==> config.mk <==
export PLATFORM = sky130hd
export DESIGN_NAME = lcd_pol_pulse_gen
export DESIGN_NICKNAME = d
export VERILOG_FILES = /design/src/rtl/lpg_pkg.sv /design/src/rtl/lpg_cfg_regs.sv /design/src/rtl/lpg_timing_counters.sv /design/src/rtl/lpg_pulse_gen.sv /design/src/rtl/lcd_pol_pulse_gen.sv
export SDC_FILE = /design/constraint.sdc
export NUM_CORES = 1
export LEC_CHECK = 0
export ABC_CLOCK_PERIOD_IN_PS = 5960
export BUFFER_PORTS_ARGS = -buffer_cell sky130_fd_sc_hd__buf_4
export CORE_ASPECT_RATIO = 2
export CORE_MARGIN = 1
export CORE_UTILIZATION = 40
export DETAILED_ROUTE_END_ITERATION = 8
export RECOVER_POWER = 25
export SETUP_SLACK_MARGIN = 0.1
export SYNTH_ARGS = -nofsm -noshare
export SYNTH_HDL_FRONTEND = slang
export SYNTH_SLANG_ARGS = --single-unit
export TNS_END_PERCENT = 10
==> constraint.sdc <==
create_clock -name clk -period 5.96 [get_ports clk]
set_clock_uncertainty 0.05 [all_clocks]
set_input_delay 0.894 -clock clk [delete_from_list [all_inputs] [get_ports clk]]
set_output_delay 0.894 -clock clk [all_outputs]
set_load 0.01 [all_outputs]
==> src/rtl/lpg_pkg.sv <==
// Package: shared widths, register addresses and the settings record
// used by the LCD polarity pulse generator.
package lpg_pkg;

    localparam int DOT_W  = 12;   // dot counter and horizontal settings
    localparam int LINE_W = 11;   // line counter and vertical position
    localparam int ADDR_W = 3;

    typedef enum logic [ADDR_W-1:0] {
        ADDR_INVPOS  = 3'd0,
        ADDR_VPOS    = 3'd1,
        ADDR_LINELEN = 3'd2,
        ADDR_MODE    = 3'd3,
        ADDR_PANEL   = 3'd4
    } lpg_addr_e;

    typedef struct packed {
        logic [DOT_W-1:0]  inv_pos;
        logic [LINE_W-1:0] vpos;
        logic [DOT_W-1:0]  line_len;
        logic              field_mode;
        logic              hdir;
        logic              vdir;
        logic              hb;
        logic              vb1;
        logic              vb2;
    } lpg_cfg_t;

endpackage

==> src/rtl/lpg_cfg_regs.sv <==
// Settings store with a shadow and a working copy.
// Writes update the shadow copy; the working copy takes the whole shadow
// on load_i (vsync rising edge). Assumes load_i is a one-clock strobe.
module lpg_cfg_regs
    import lpg_pkg::*;
#(
    parameter logic [DOT_W-1:0]  INV_POS_RST  = 12'h086,
    parameter logic [LINE_W-1:0] VPOS_RST     = 11'h020,
    parameter logic [DOT_W-1:0]  LINE_LEN_RST = 12'd1716
) (
    input  logic              clk,
    input  logic              rst_n,
    input  logic              we_i,
    input  logic [ADDR_W-1:0] addr_i,
    input  logic [DOT_W-1:0]  wdata_i,
    input  logic              load_i,
    output lpg_cfg_t          cfg_o
);

    localparam lpg_cfg_t RST_CFG = '{
        inv_pos:    INV_POS_RST,
        vpos:       VPOS_RST,
        line_len:   LINE_LEN_RST,
        field_mode: 1'b0,
        hdir:       1'b1,
        vdir:       1'b0,
        hb:         1'b1,
        vb1:        1'b1,
        vb2:        1'b1
    };

    lpg_cfg_t shd_q;
    lpg_cfg_t act_q;

    // Shadow copy: capture register writes by address.
    always_ff @(posedge clk) begin
        if (!rst_n) begin
            shd_q <= RST_CFG;
        end else if (we_i) begin
            case (addr_i)
                ADDR_INVPOS:  shd_q.inv_pos  <= wdata_i;
                ADDR_VPOS:    shd_q.vpos     <= wdata_i[LINE_W-1:0];
                ADDR_LINELEN: shd_q.line_len <= wdata_i;
                ADDR_MODE: begin
                    shd_q.field_mode <= wdata_i[0];
                    shd_q.hdir       <= wdata_i[1];
                    shd_q.vdir       <= wdata_i[2];
                end
                ADDR_PANEL: begin
                    shd_q.hb  <= wdata_i[0];
                    shd_q.vb1 <= wdata_i[1];
                    shd_q.vb2 <= wdata_i[2];
                end
                default: ;
            endcase
        end
    end

    // Working copy: transfer the shadow only at the field boundary.
    always_ff @(posedge clk) begin
        if (!rst_n) begin
            act_q <= RST_CFG;
        end else if (load_i) begin
            act_q <= shd_q;
        end
    end

    assign cfg_o = act_q;

    AST_ACTIVE_HOLD: assert property (@(posedge clk) disable iff (!rst_n)
        !load_i |=> $stable(act_q));
    AST_ACTIVE_LOAD: assert property (@(posedge clk) disable iff (!rst_n)
        load_i |=> (act_q == $past(shd_q)));

endmodule

==> src/rtl/lpg_timing_counters.sv <==
// Sync edge detection plus dot and line counters.
// Dot counter: cleared on the hsync rising edge, else increments and wraps
// after line_len_i-1. Line counter: cleared on the vsync rising edge,
// incremented on each hsync rising edge, saturating at all ones.
// Assumes hsync_i and vsync_i are already synchronous to clk.
module lpg_timing_counters
    import lpg_pkg::*;
(
    input  logic              clk,
    input  logic              rst_n,
    input  logic              hsync_i,
    input  logic              vsync_i,
    input  logic [DOT_W-1:0]  line_len_i,
    output logic              vs_rise_o,
    output logic [DOT_W-1:0]  dot_cnt_o,
    output logic [LINE_W-1:0] line_cnt_o
);

    localparam logic [DOT_W-1:0]  DOT_ONE  = DOT_W'(1);
    localparam logic [LINE_W-1:0] LINE_ONE = LINE_W'(1);
    localparam logic [LINE_W-1:0] LINE_MAX = {LINE_W{1'b1}};

    logic              hs_q;
    logic              vs_q;
    logic              hs_rise;
    logic              vs_rise;
    logic [DOT_W-1:0]  dot_q;
    logic [LINE_W-1:0] line_q;
    logic              dot_last;

    // Previous sync levels for edge detection.
    always_ff @(posedge clk) begin
        if (!rst_n) begin
            hs_q <= 1'b0;
            vs_q <= 1'b0;
        end else begin
            hs_q <= hsync_i;
            vs_q <= vsync_i;
        end
    end

    assign hs_rise  = hsync_i & ~hs_q;
    assign vs_rise  = vsync_i & ~vs_q;
    assign dot_last = (dot_q == (line_len_i - DOT_ONE));

    // Dot position within the current line.
    always_ff @(posedge clk) begin
        if (!rst_n) begin
            dot_q <= '0;
        end else if (hs_rise) begin
            dot_q <= '0;
        end else if (dot_last) begin
            dot_q <= '0;
        end else begin
            dot_q <= dot_q + DOT_ONE;
        end
    end

    // Line position within the current field.
    always_ff @(posedge clk) begin
        if (!rst_n) begin
            line_q <= '0;
        end else if (vs_rise) begin
            line_q <= '0;
        end else if (hs_rise && (line_q != LINE_MAX)) begin
            line_q <= line_q + LINE_ONE;
        end
    end

    assign vs_rise_o  = vs_rise;
    assign dot_cnt_o  = dot_q;
    assign line_cnt_o = line_q;

    AST_DOT_CLEAR: assert property (@(posedge clk) disable iff (!rst_n)
        hs_rise |=> (dot_q == '0));
    AST_LINE_CLEAR: assert property (@(posedge clk) disable iff (!rst_n)
        vs_rise |=> (line_q == '0));
    AST_LINE_STEP: assert property (@(posedge clk) disable iff (!rst_n)
        (!vs_rise && !hs_rise) |=> $stable(line_q));

endmodule

==> src/rtl/lpg_pulse_gen.sv <==
// Pulse generation from the dot and line counts.
// VCK and FRP flip one clock after the dot count reaches the inversion
// position with bit 0 cleared. VCK acts on lines at or past the vertical
// position and is cleared by vsync. FRP either follows every such line or
// only the line at the vertical position. VST and the horizontal clock
// pair are decoded from the counters.
// Assumes the settings are stable within a field.
module lpg_pulse_gen
    import lpg_pkg::*;
(
    input  logic              clk,
    input  logic              rst_n,
    input  logic              vs_rise_i,
    input  logic [DOT_W-1:0]  dot_cnt_i,
    input  logic [LINE_W-1:0] line_cnt_i,
    input  logic [DOT_W-1:0]  inv_pos_i,
    input  logic [LINE_W-1:0] vpos_i,
    input  logic              field_mode_i,
    input  logic              hdir_i,
    output logic              vck_o,
    output logic              frp_o,
    output logic              vst_o,
    output logic              hck1_o,
    output logic              hck2_o
);

    logic [DOT_W-1:0] inv_even;
    logic             unused_inv_lsb;
    logic             tog_evt;
    logic             in_active;
    logic             at_vpos;
    logic             frp_en;
    logic             vck_q;
    logic             frp_q;
    logic             hck_a;

    assign inv_even       = {inv_pos_i[DOT_W-1:1], 1'b0};
    assign unused_inv_lsb = inv_pos_i[0];

    // Decode of the toggle point and of the line window.
    always_comb begin
        tog_evt   = (dot_cnt_i == inv_even);
        in_active = (line_cnt_i >= vpos_i);
        at_vpos   = (line_cnt_i == vpos_i);
        frp_en    = field_mode_i ? at_vpos : in_active;
    end

    // Vertical clock: flip at the toggle point, cleared at field start.
    always_ff @(posedge clk) begin
        if (!rst_n) begin
            vck_q <= 1'b0;
        end else if (vs_rise_i) begin
            vck_q <= 1'b0;
        end else if (tog_evt && in_active) begin
            vck_q <= ~vck_q;
        end
    end

    // Polarity pulse: flip per line or per field, never cleared by sync.
    always_ff @(posedge clk) begin
        if (!rst_n) begin
            frp_q <= 1'b0;
        end else if (tog_evt && frp_en) begin
            frp_q <= ~frp_q;
        end
    end

    // Horizontal clock pair, phase chosen by scan direction.
    always_comb begin
        hck_a = dot_cnt_i[0] ^ ~hdir_i;
    end

    assign vck_o  = vck_q;
    assign frp_o  = frp_q;
    assign vst_o  = at_vpos;
    assign hck1_o = hck_a;
    assign hck2_o = ~hck_a;

    AST_VCK_AT_POS: assert property (@(posedge clk) disable iff (!rst_n)
        !$stable(vck_q) |-> $past(tog_evt || vs_rise_i));
    AST_FRP_EVEN_DOT: assert property (@(posedge clk) disable iff (!rst_n)
        !$stable(frp_q) |-> ($past(dot_cnt_i[0]) == 1'b0));
    AST_FRP_FIELD_LINE: assert property (@(posedge clk) disable iff (!rst_n)
        (!$stable(frp_q) && $past(field_mode_i)) |-> $past(line_cnt_i == vpos_i));

endmodule

==> src/rtl/lcd_pol_pulse_gen.sv <==
// Top level of the LCD AC-drive polarity pulse generator.
// Connects the settings store, the sync counters and the pulse decoder,
// and drives the direction and panel control pins from the working
// settings. Assumes synchronous sync inputs and a single clock domain.
module lcd_pol_pulse_gen
    import lpg_pkg::*;
#(
    parameter logic [DOT_W-1:0]  INV_POS_RST  = 12'h086,
    parameter logic [LINE_W-1:0] VPOS_RST     = 11'h020,
    parameter logic [DOT_W-1:0]  LINE_LEN_RST = 12'd1716
) (
    input  logic              clk,
    input  logic              rst_n,
    input  logic              hsync_i,
    input  logic              vsync_i,
    input  logic              cfg_we_i,
    input  logic [ADDR_W-1:0] cfg_addr_i,
    input  logic [DOT_W-1:0]  cfg_wdata_i,
    output logic              vck_o,
    output logic              frp_o,
    output logic              vst_o,
    output logic              hck1_o,
    output logic              hck2_o,
    output logic              scan_rl_o,
    output logic              scan_ud_o,
    output logic              hb_o,
    output logic              vb1_o,
    output logic              vb2_o,
    output logic              blk_o
);

    lpg_cfg_t          cfg;
    logic              vs_rise;
    logic [DOT_W-1:0]  dot_cnt;
    logic [LINE_W-1:0] line_cnt;

    lpg_cfg_regs #(
        .INV_POS_RST  (INV_POS_RST),
        .VPOS_RST     (VPOS_RST),
        .LINE_LEN_RST (LINE_LEN_RST)
    ) u_cfg (
        .clk     (clk),
        .rst_n   (rst_n),
        .we_i    (cfg_we_i),
        .addr_i  (cfg_addr_i),
        .wdata_i (cfg_wdata_i),
        .load_i  (vs_rise),
        .cfg_o   (cfg)
    );

    lpg_timing_counters u_cnt (
        .clk        (clk),
        .rst_n      (rst_n),
        .hsync_i    (hsync_i),
        .vsync_i    (vsync_i),
        .line_len_i (cfg.line_len),
        .vs_rise_o  (vs_rise),
        .dot_cnt_o  (dot_cnt),
        .line_cnt_o (line_cnt)
    );

    lpg_pulse_gen u_pulse (
        .clk          (clk),
        .rst_n        (rst_n),
        .vs_rise_i    (vs_rise),
        .dot_cnt_i    (dot_cnt),
        .line_cnt_i   (line_cnt),
        .inv_pos_i    (cfg.inv_pos),
        .vpos_i       (cfg.vpos),
        .field_mode_i (cfg.field_mode),
        .hdir_i       (cfg.hdir),
        .vck_o        (vck_o),
        .frp_o        (frp_o),
        .vst_o        (vst_o),
        .hck1_o       (hck1_o),
        .hck2_o       (hck2_o)
    );

    // Direction and panel control pins from the working settings.
    always_comb begin
        scan_rl_o = cfg.hdir;
        scan_ud_o = cfg.vdir;
        hb_o      = cfg.hb;
        vb1_o     = cfg.vb1;
        vb2_o     = cfg.vb2;
        blk_o     = ~(cfg.vb1 & cfg.vb2);
    end

    AST_PANEL_HOLD: assert property (@(posedge clk) disable iff (!rst_n)
        !vs_rise |=> ($stable(scan_rl_o) && $stable(scan_ud_o) && $stable(blk_o)));
    AST_HCK_SPLIT: assert property (@(posedge clk) disable iff (!rst_n)
        (hck1_o != hck2_o));

endmodule

== Word-level counts from Yosys, hierarchy flattened ==
Cells that the tools add are included.

* Register bits after elaboration: 109
* Word-level logic and storage cells: 60

* Add/subtract/negate cells: 3
* $lt $le $gt $ge: 1
* Eq/ne operators: 8
* Multiplexer cells: 1
* Bitwise logic cells: 12
* Reduce and logical (&&, ||, !) cells: 11

{| class="wikitable"
|+ Operators with widths
! operator !! number
|-
| 12-bit == test || 2
|-
| 12-bit by 1-bit adder with 12-bit output (second input constant) || 1
|-
| 12-bit by 1-bit subtractor with 12-bit output (second input constant) || 1
|-
| 11-bit by 1-bit adder with 11-bit output (second input constant) || 1
|-
| 11-bit == test || 1
|-
| 11-bit greater-or-equal comparator || 1
|-
| 11-bit != test (second input constant) || 1
|-
| 2-bit AND reduction || 5
|-
| 1-bit NOT || 8
|-
| 3-bit by 2-bit == test with 1-bit output (second input constant) || 2
|-
| 1-bit bitwise AND || 3
|-
| 3-bit by 1-bit == test with 1-bit output (second input constant) || 1
|-
| 3-bit == test (second input constant) || 1
|-
| 1-bit logical AND || 3
|-
| 3-bit zero test || 1
|-
| 3-bit OR reduction || 1
|-
| 2-bit OR reduction || 1
|-
| 1-bit 2-to-1 mux || 1
|-
| 1-bit bitwise XOR || 1
|}

== Logic depth before layout (Yosys ltp) ==
* Word-level depth: 3
* Depth in mapped cells: 9
* Gate-level depth less buffers: 8

== Hierarchy ==
Synthesis repeated with hierarchy kept, for this count alone.

* Cells, all modules: 539
* Area total of the unflattened synthesis: 5292.6 sq um

{| class="wikitable"
|+ By module, submodules not included
! module !! instances !! cells an instance !! area an instance (sq um) !! seq. area each (sq um)
|-
| lpg_cfg_regs || 1 || 291 || 3115.5 || 1641.6
|-
| lpg_timing_counters || 1 || 181 || 1646.6 || 500.5
|-
| lpg_pulse_gen || 1 || 66 || 526.8 || 40.0
|-
| lcd_pol_pulse_gen || 1 || 1 || 3.8 || 0.0
|}

== Worst setup path after synthesis ==
Ideal clock, no wire load.

* Path kind: register to register
* From: register u_cfg.act_q (netlist bit u_cfg.cfg_o[6])
* To: register u_cnt.dot_q[2] (netlist: u_cnt.dot_cnt_o[2])
* Library setup time: 0.115 ns
* Arrival: 1.949 ns
* Slack: 3.847 ns
* Stages on the path, launching flop included: 10
* Path through: dfxtp_1 inv_1 ha_1 xor2_1 nand2_1 a2111o_1 nor4_1 a41o_1 buf_6 nor2_1

* Cells in the longest elaborated chain, start to end: 3

{| class="wikitable"
|+ RTL lines
! what !! line !! RTL
|-
| start: declaration || lpg_cfg_regs.sv:33 || <nowiki>lpg_cfg_t act_q;</nowiki>
|-
| start signal: assignment || lpg_cfg_regs.sv:64 || <nowiki>act_q <= shd_q;</nowiki>
|-
| 12-bit by 1-bit subtractor with 12-bit output || lpg_timing_counters.sv:44 || <nowiki>assign dot_last = (dot_q == (line_len_i - DOT_ONE));</nowiki>
|-
| 12-bit == test || lpg_timing_counters.sv:44 ||
|-
| 3-bit OR reduction (no source line) || n/a ||
|-
| end signal: assignment || lpg_timing_counters.sv:55 || <nowiki>dot_q <= dot_q + DOT_ONE;</nowiki>
|-
| end: declaration || lpg_timing_counters.sv:27 || <nowiki>logic [DOT_W-1:0] dot_q;</nowiki>
|}

No other way between the ends.
A chain may end at the register's enable or synchronous reset.

== Final worst setup path ==
* From: register u_cfg.act_q (netlist bit u_cfg.cfg_o[24])
* To: output vst_o

* Cells in the longest elaborated chain, start to end: 1

{| class="wikitable"
|+ RTL lines
! what !! line !! RTL
|-
| 11-bit == test || lpg_pulse_gen.sv:44 || <nowiki>at_vpos = (line_cnt_i == vpos_i);</nowiki>
|-
| end: declaration || lcd_pol_pulse_gen.sv:21 || <nowiki>output logic vst_o,</nowiki>
|}

No other way between the ends.

==> impl_metrics.py <==
metrics = {
    "status": {
        "run_status": "finished with violations",
        "violations": "capacitance limit, slew limit",
    },
    "cts": {
        "post_cts_buffers": 0,
        "ctsResizeCount": 0,
        "clk-insertion-delay-late_ns": 0.34,
        "cts_root_buffer": "clkbuf_16",
        "cts_tree": "yes",
        "clock-sinks": 107,
        "cts.hold.buffers_added": 0,
        "clockBufferDepth": 2,
        "clk_pin_slew_worst_paths_ns": 0.08,
        "cts_made_buffers": 9,
        "h-tree-depth": 3,
    },
    "detailed_routing": {
        "wl_met2_um": 5693,
        "wl_per_cell_um": 14.25,
        "dr_wl_met3_um": 300,
        "antenna_left": 0,
        "drc_errors": 0,
        "wirelength_um": 10770,
        "topRoutingLayerUsed": "met4",
        "vias_per_cell": 5.007,
        "drtIter0Drc": 226,
        "dr.pass1.iters": 4,
        "met1Wirelength_um": 4377,
        "via_count": 3785,
    },
    "synth": {
        "syn_nets": 635,
        "yosysUniqueCellTypes": 41,
        "syn-cell-area_um2": 4865,
        "seq_area_frac_synth": 0.4403,
        "synthCells": 601,
        "ys_ff_latch": 107,
        "syn_avg_cell_area_um2": 8.094,
        "ys_warn_count": 0,
    },
    "timing": {
        "tns_ns": 0,
        "tightestPinTransition_ns": 1.633,
        "fin_crit_sh": 0.4553,
        "slew_viol_final": 41,
        "fin_crit_ns": 2.714,
        "slew-limit-headroom": -0.08871,
        "finalSetupViolations": 0,
        "grt_setup_unrepaired": "false",
        "clock.fmax_ghz": 0.3685,
        "hold_viol": 0,
    },
    "place": {
        "io_buffer_count": 30,
        "routabilityCongestion": 0.8324,
        "dp_hpwl_um": 8089,
        "placed_cells": 741,
    },
    "global_route": {
        "gr-total-overflow": 0,
        "grt_pass1_wl_um": 17770,
        "grt_pass1_vias": 3603,
        "antenna_found_initial": 0,
        "grt_max_degree": 86,
        "grt.total_usage": 0.1825,
    },
    "setup_path": {
        "required_ns": 5.02,
        "critPathArrivalTime_ns": 1.77,
        "critPathLaunchType": "flip-flop",
        "path_class": "flip-flop to output port",
        "worstPathMaxFanout": 3,
        "worst-r2r-setup-slack_ns": 3.49,
        "critPathCaptureType": "output port",
    },
    "pwr": {
        "power_density_nw_per_um2": 263.4,
        "finalPower_w": 0.001419,
        "irDropWorstVdd_v": 0.0001702,
        "p_leak_nw": 2.049,
    },
    "min_path": {
        "hp-class": "flip-flop to flip-flop",
    },
    "floorplan": {
        "die-area_um2": 12630,
        "die_y_um": 158.0,
        "core_area_um2": 11770,
        "row_count": 56,
        "initial_core_util": 0.4133,
        "dieWidth_um": 79.98,
        "ios": 31,
    },
    "layout": {
        "synthToLayoutAreaGrowth_pct": 10.75,
        "final_layout_size_suffix_gt1_frac": 0.07038,
        "fin_nets": 641,
        "instances_no_fill": 756,
        "diodes": 0,
    },
    "job": {
        "maxCapViolations": 1,
    },
}
sequential cells by signal, indices dropped and copies added, names as in the netlist:
signal / cells
u_cnt.hs_q: 1
u_cnt.line_cnt_o: 11
u_pulse.vck_o: 1
u_cfg.shd_q: 40
u_pulse.frp_o: 1
u_cfg.cfg_o: 40
u_cnt.dot_cnt_o: 12
u_cnt.vs_q: 1
worst max-delay path, cell delays in order, from the launching register on:
cell	delay, ns
dfxtp_1	0.34
inv_1	0.05
ha_1	0.31
nand4_1	0.14
nor3_1	0.39
buf_4	0.20
cell type report:
cell class / count / area, um2
fill: 1202 / 6384
multi-input combinational: 437 / 2491
sequential: 107 / 2142
clock buffer: 9 / 225.2
timing repair buffer: 32 / 210.2
tap: 145 / 181.4
inverter: 20 / 75.07
clock inverter: 6 / 62.56
report_power, final:
part / leakage [nW] / switching (W) / internal [W]
clock network: 0.141 / 0.000276 / 0.000292
registers: 0.869 / 0.0000154 / 0.000731
logic: 1.04 / 0.0000620 / 0.0000432
total: 2.05 / 0.000353 / 0.00107
metrics by stage:
step / instance area [um2] / utilization / setup WS (ns) / hold WS, ns
after floorplan: 4865 / - / 3.847 / 0.3898
after global placement: 5132 / 0.4360 / 3.528 / 0.4049
after detailed placement: 5132 / 0.4360 / 3.491 / 0.4068
after CTS: 5420 / 0.4605 / 3.232 / 0.4172
after global routing: 5388 / 0.4577 / 3.055 / 0.4429
final: 5388 / 0.4577 / 3.246 / 0.4170
logic make-up after synthesis:
logic type      share of synthesized area
simple gates                       0.2567
flops                              0.4403
compound gates                     0.1183
buf+inv                           0.04758
xor+xnor                          0.08462
fa+ha+maj                         0.03601
mux                               0.01646
routing by layer:
metal  track usage  vias to the layer above
li1              -                     1979
met1        0.2069                     1711
met3       0.02478                       24
met2        0.3256                       71
met5             0                        -
met4       0.09439                        0
cell usage in the layout, fill, tap and decap left out, types with 2 or more instances in the layout:
cell,synthesis,layout
mux2i_1,8,8
nand4_1,6,6
and2_1,3,2
xnor2_1,21,21
dfxtp_1,107,107
clkbuf_16,0,9
a21boi_0,50,50
nor2_1,42,42
a21oi_1,10,10
nor4_1,5,5
nand2b_1,2,2
nand3_1,35,35
clkinv_4,0,3
nor3_1,4,4
nor2b_1,5,5
buf_4,0,23
clkbuf_1,33,8
o21ai_0,10,10
inv_1,20,20
nand2_1,169,169
xor2_1,26,26
o211ai_1,3,3
ha_1,14,14
nand3b_1,4,4
and3_1,3,3
worst paths after layout:
path | from | endpoint | depth (start not counted)
setup / recovery | u_cfg.cfg_o[24] | vst_o | 5
hold / removal | u_cfg.shd_q[26] | u_cfg.cfg_o[26] | 2
setup reg to reg | u_cfg.cfg_o[6] | u_cnt.dot_cnt_o[10] | 8
hold reg to reg | u_cfg.shd_q[26] | u_cfg.cfg_o[26] | 2
Yosys cell counts:
cell       count  share of area
xor2_1        26          0.047
o21ai_0       10          0.010
nor4_2         1         0.0026
nor3_1         4         0.0041
a2111oi_0      1         0.0018
nand3b_1       4         0.0062
o21bai_1       1         0.0015
nand2_1      169           0.13
nor4b_1        1         0.0018
buf_6          2         0.0046
a221oi_1       1         0.0018
o311ai_1       1         0.0018
nor2_1        42          0.032
buf_2          2         0.0021
a21oi_1       10          0.010
or4_4          1         0.0023
nor4_1         5         0.0064
nand3_1       35          0.036
dfxtp_1      107           0.44
a2111o_1       1         0.0023
a31oi_1        1         0.0013
nand2b_1       2         0.0026
a21boi_0      50          0.077
and4_1         1         0.0018
or2_2          1         0.0013
o2111ai_1      1         0.0018
inv_1         20          0.015
o31ai_1        1         0.0015
nor2b_1        5         0.0064
nand4_1        6         0.0077
and2_1         3         0.0039
nor3b_4        1         0.0039
and3b_1        1         0.0018
clkbuf_1      33          0.025
o211ai_1       3         0.0046
ha_1          14          0.036
mux2i_1        8          0.016
a41o_1         1         0.0021
or3_1          1         0.0013
xnor2_1       21          0.038
and3_1         3         0.0039
(Power assumes the default switching activity.)
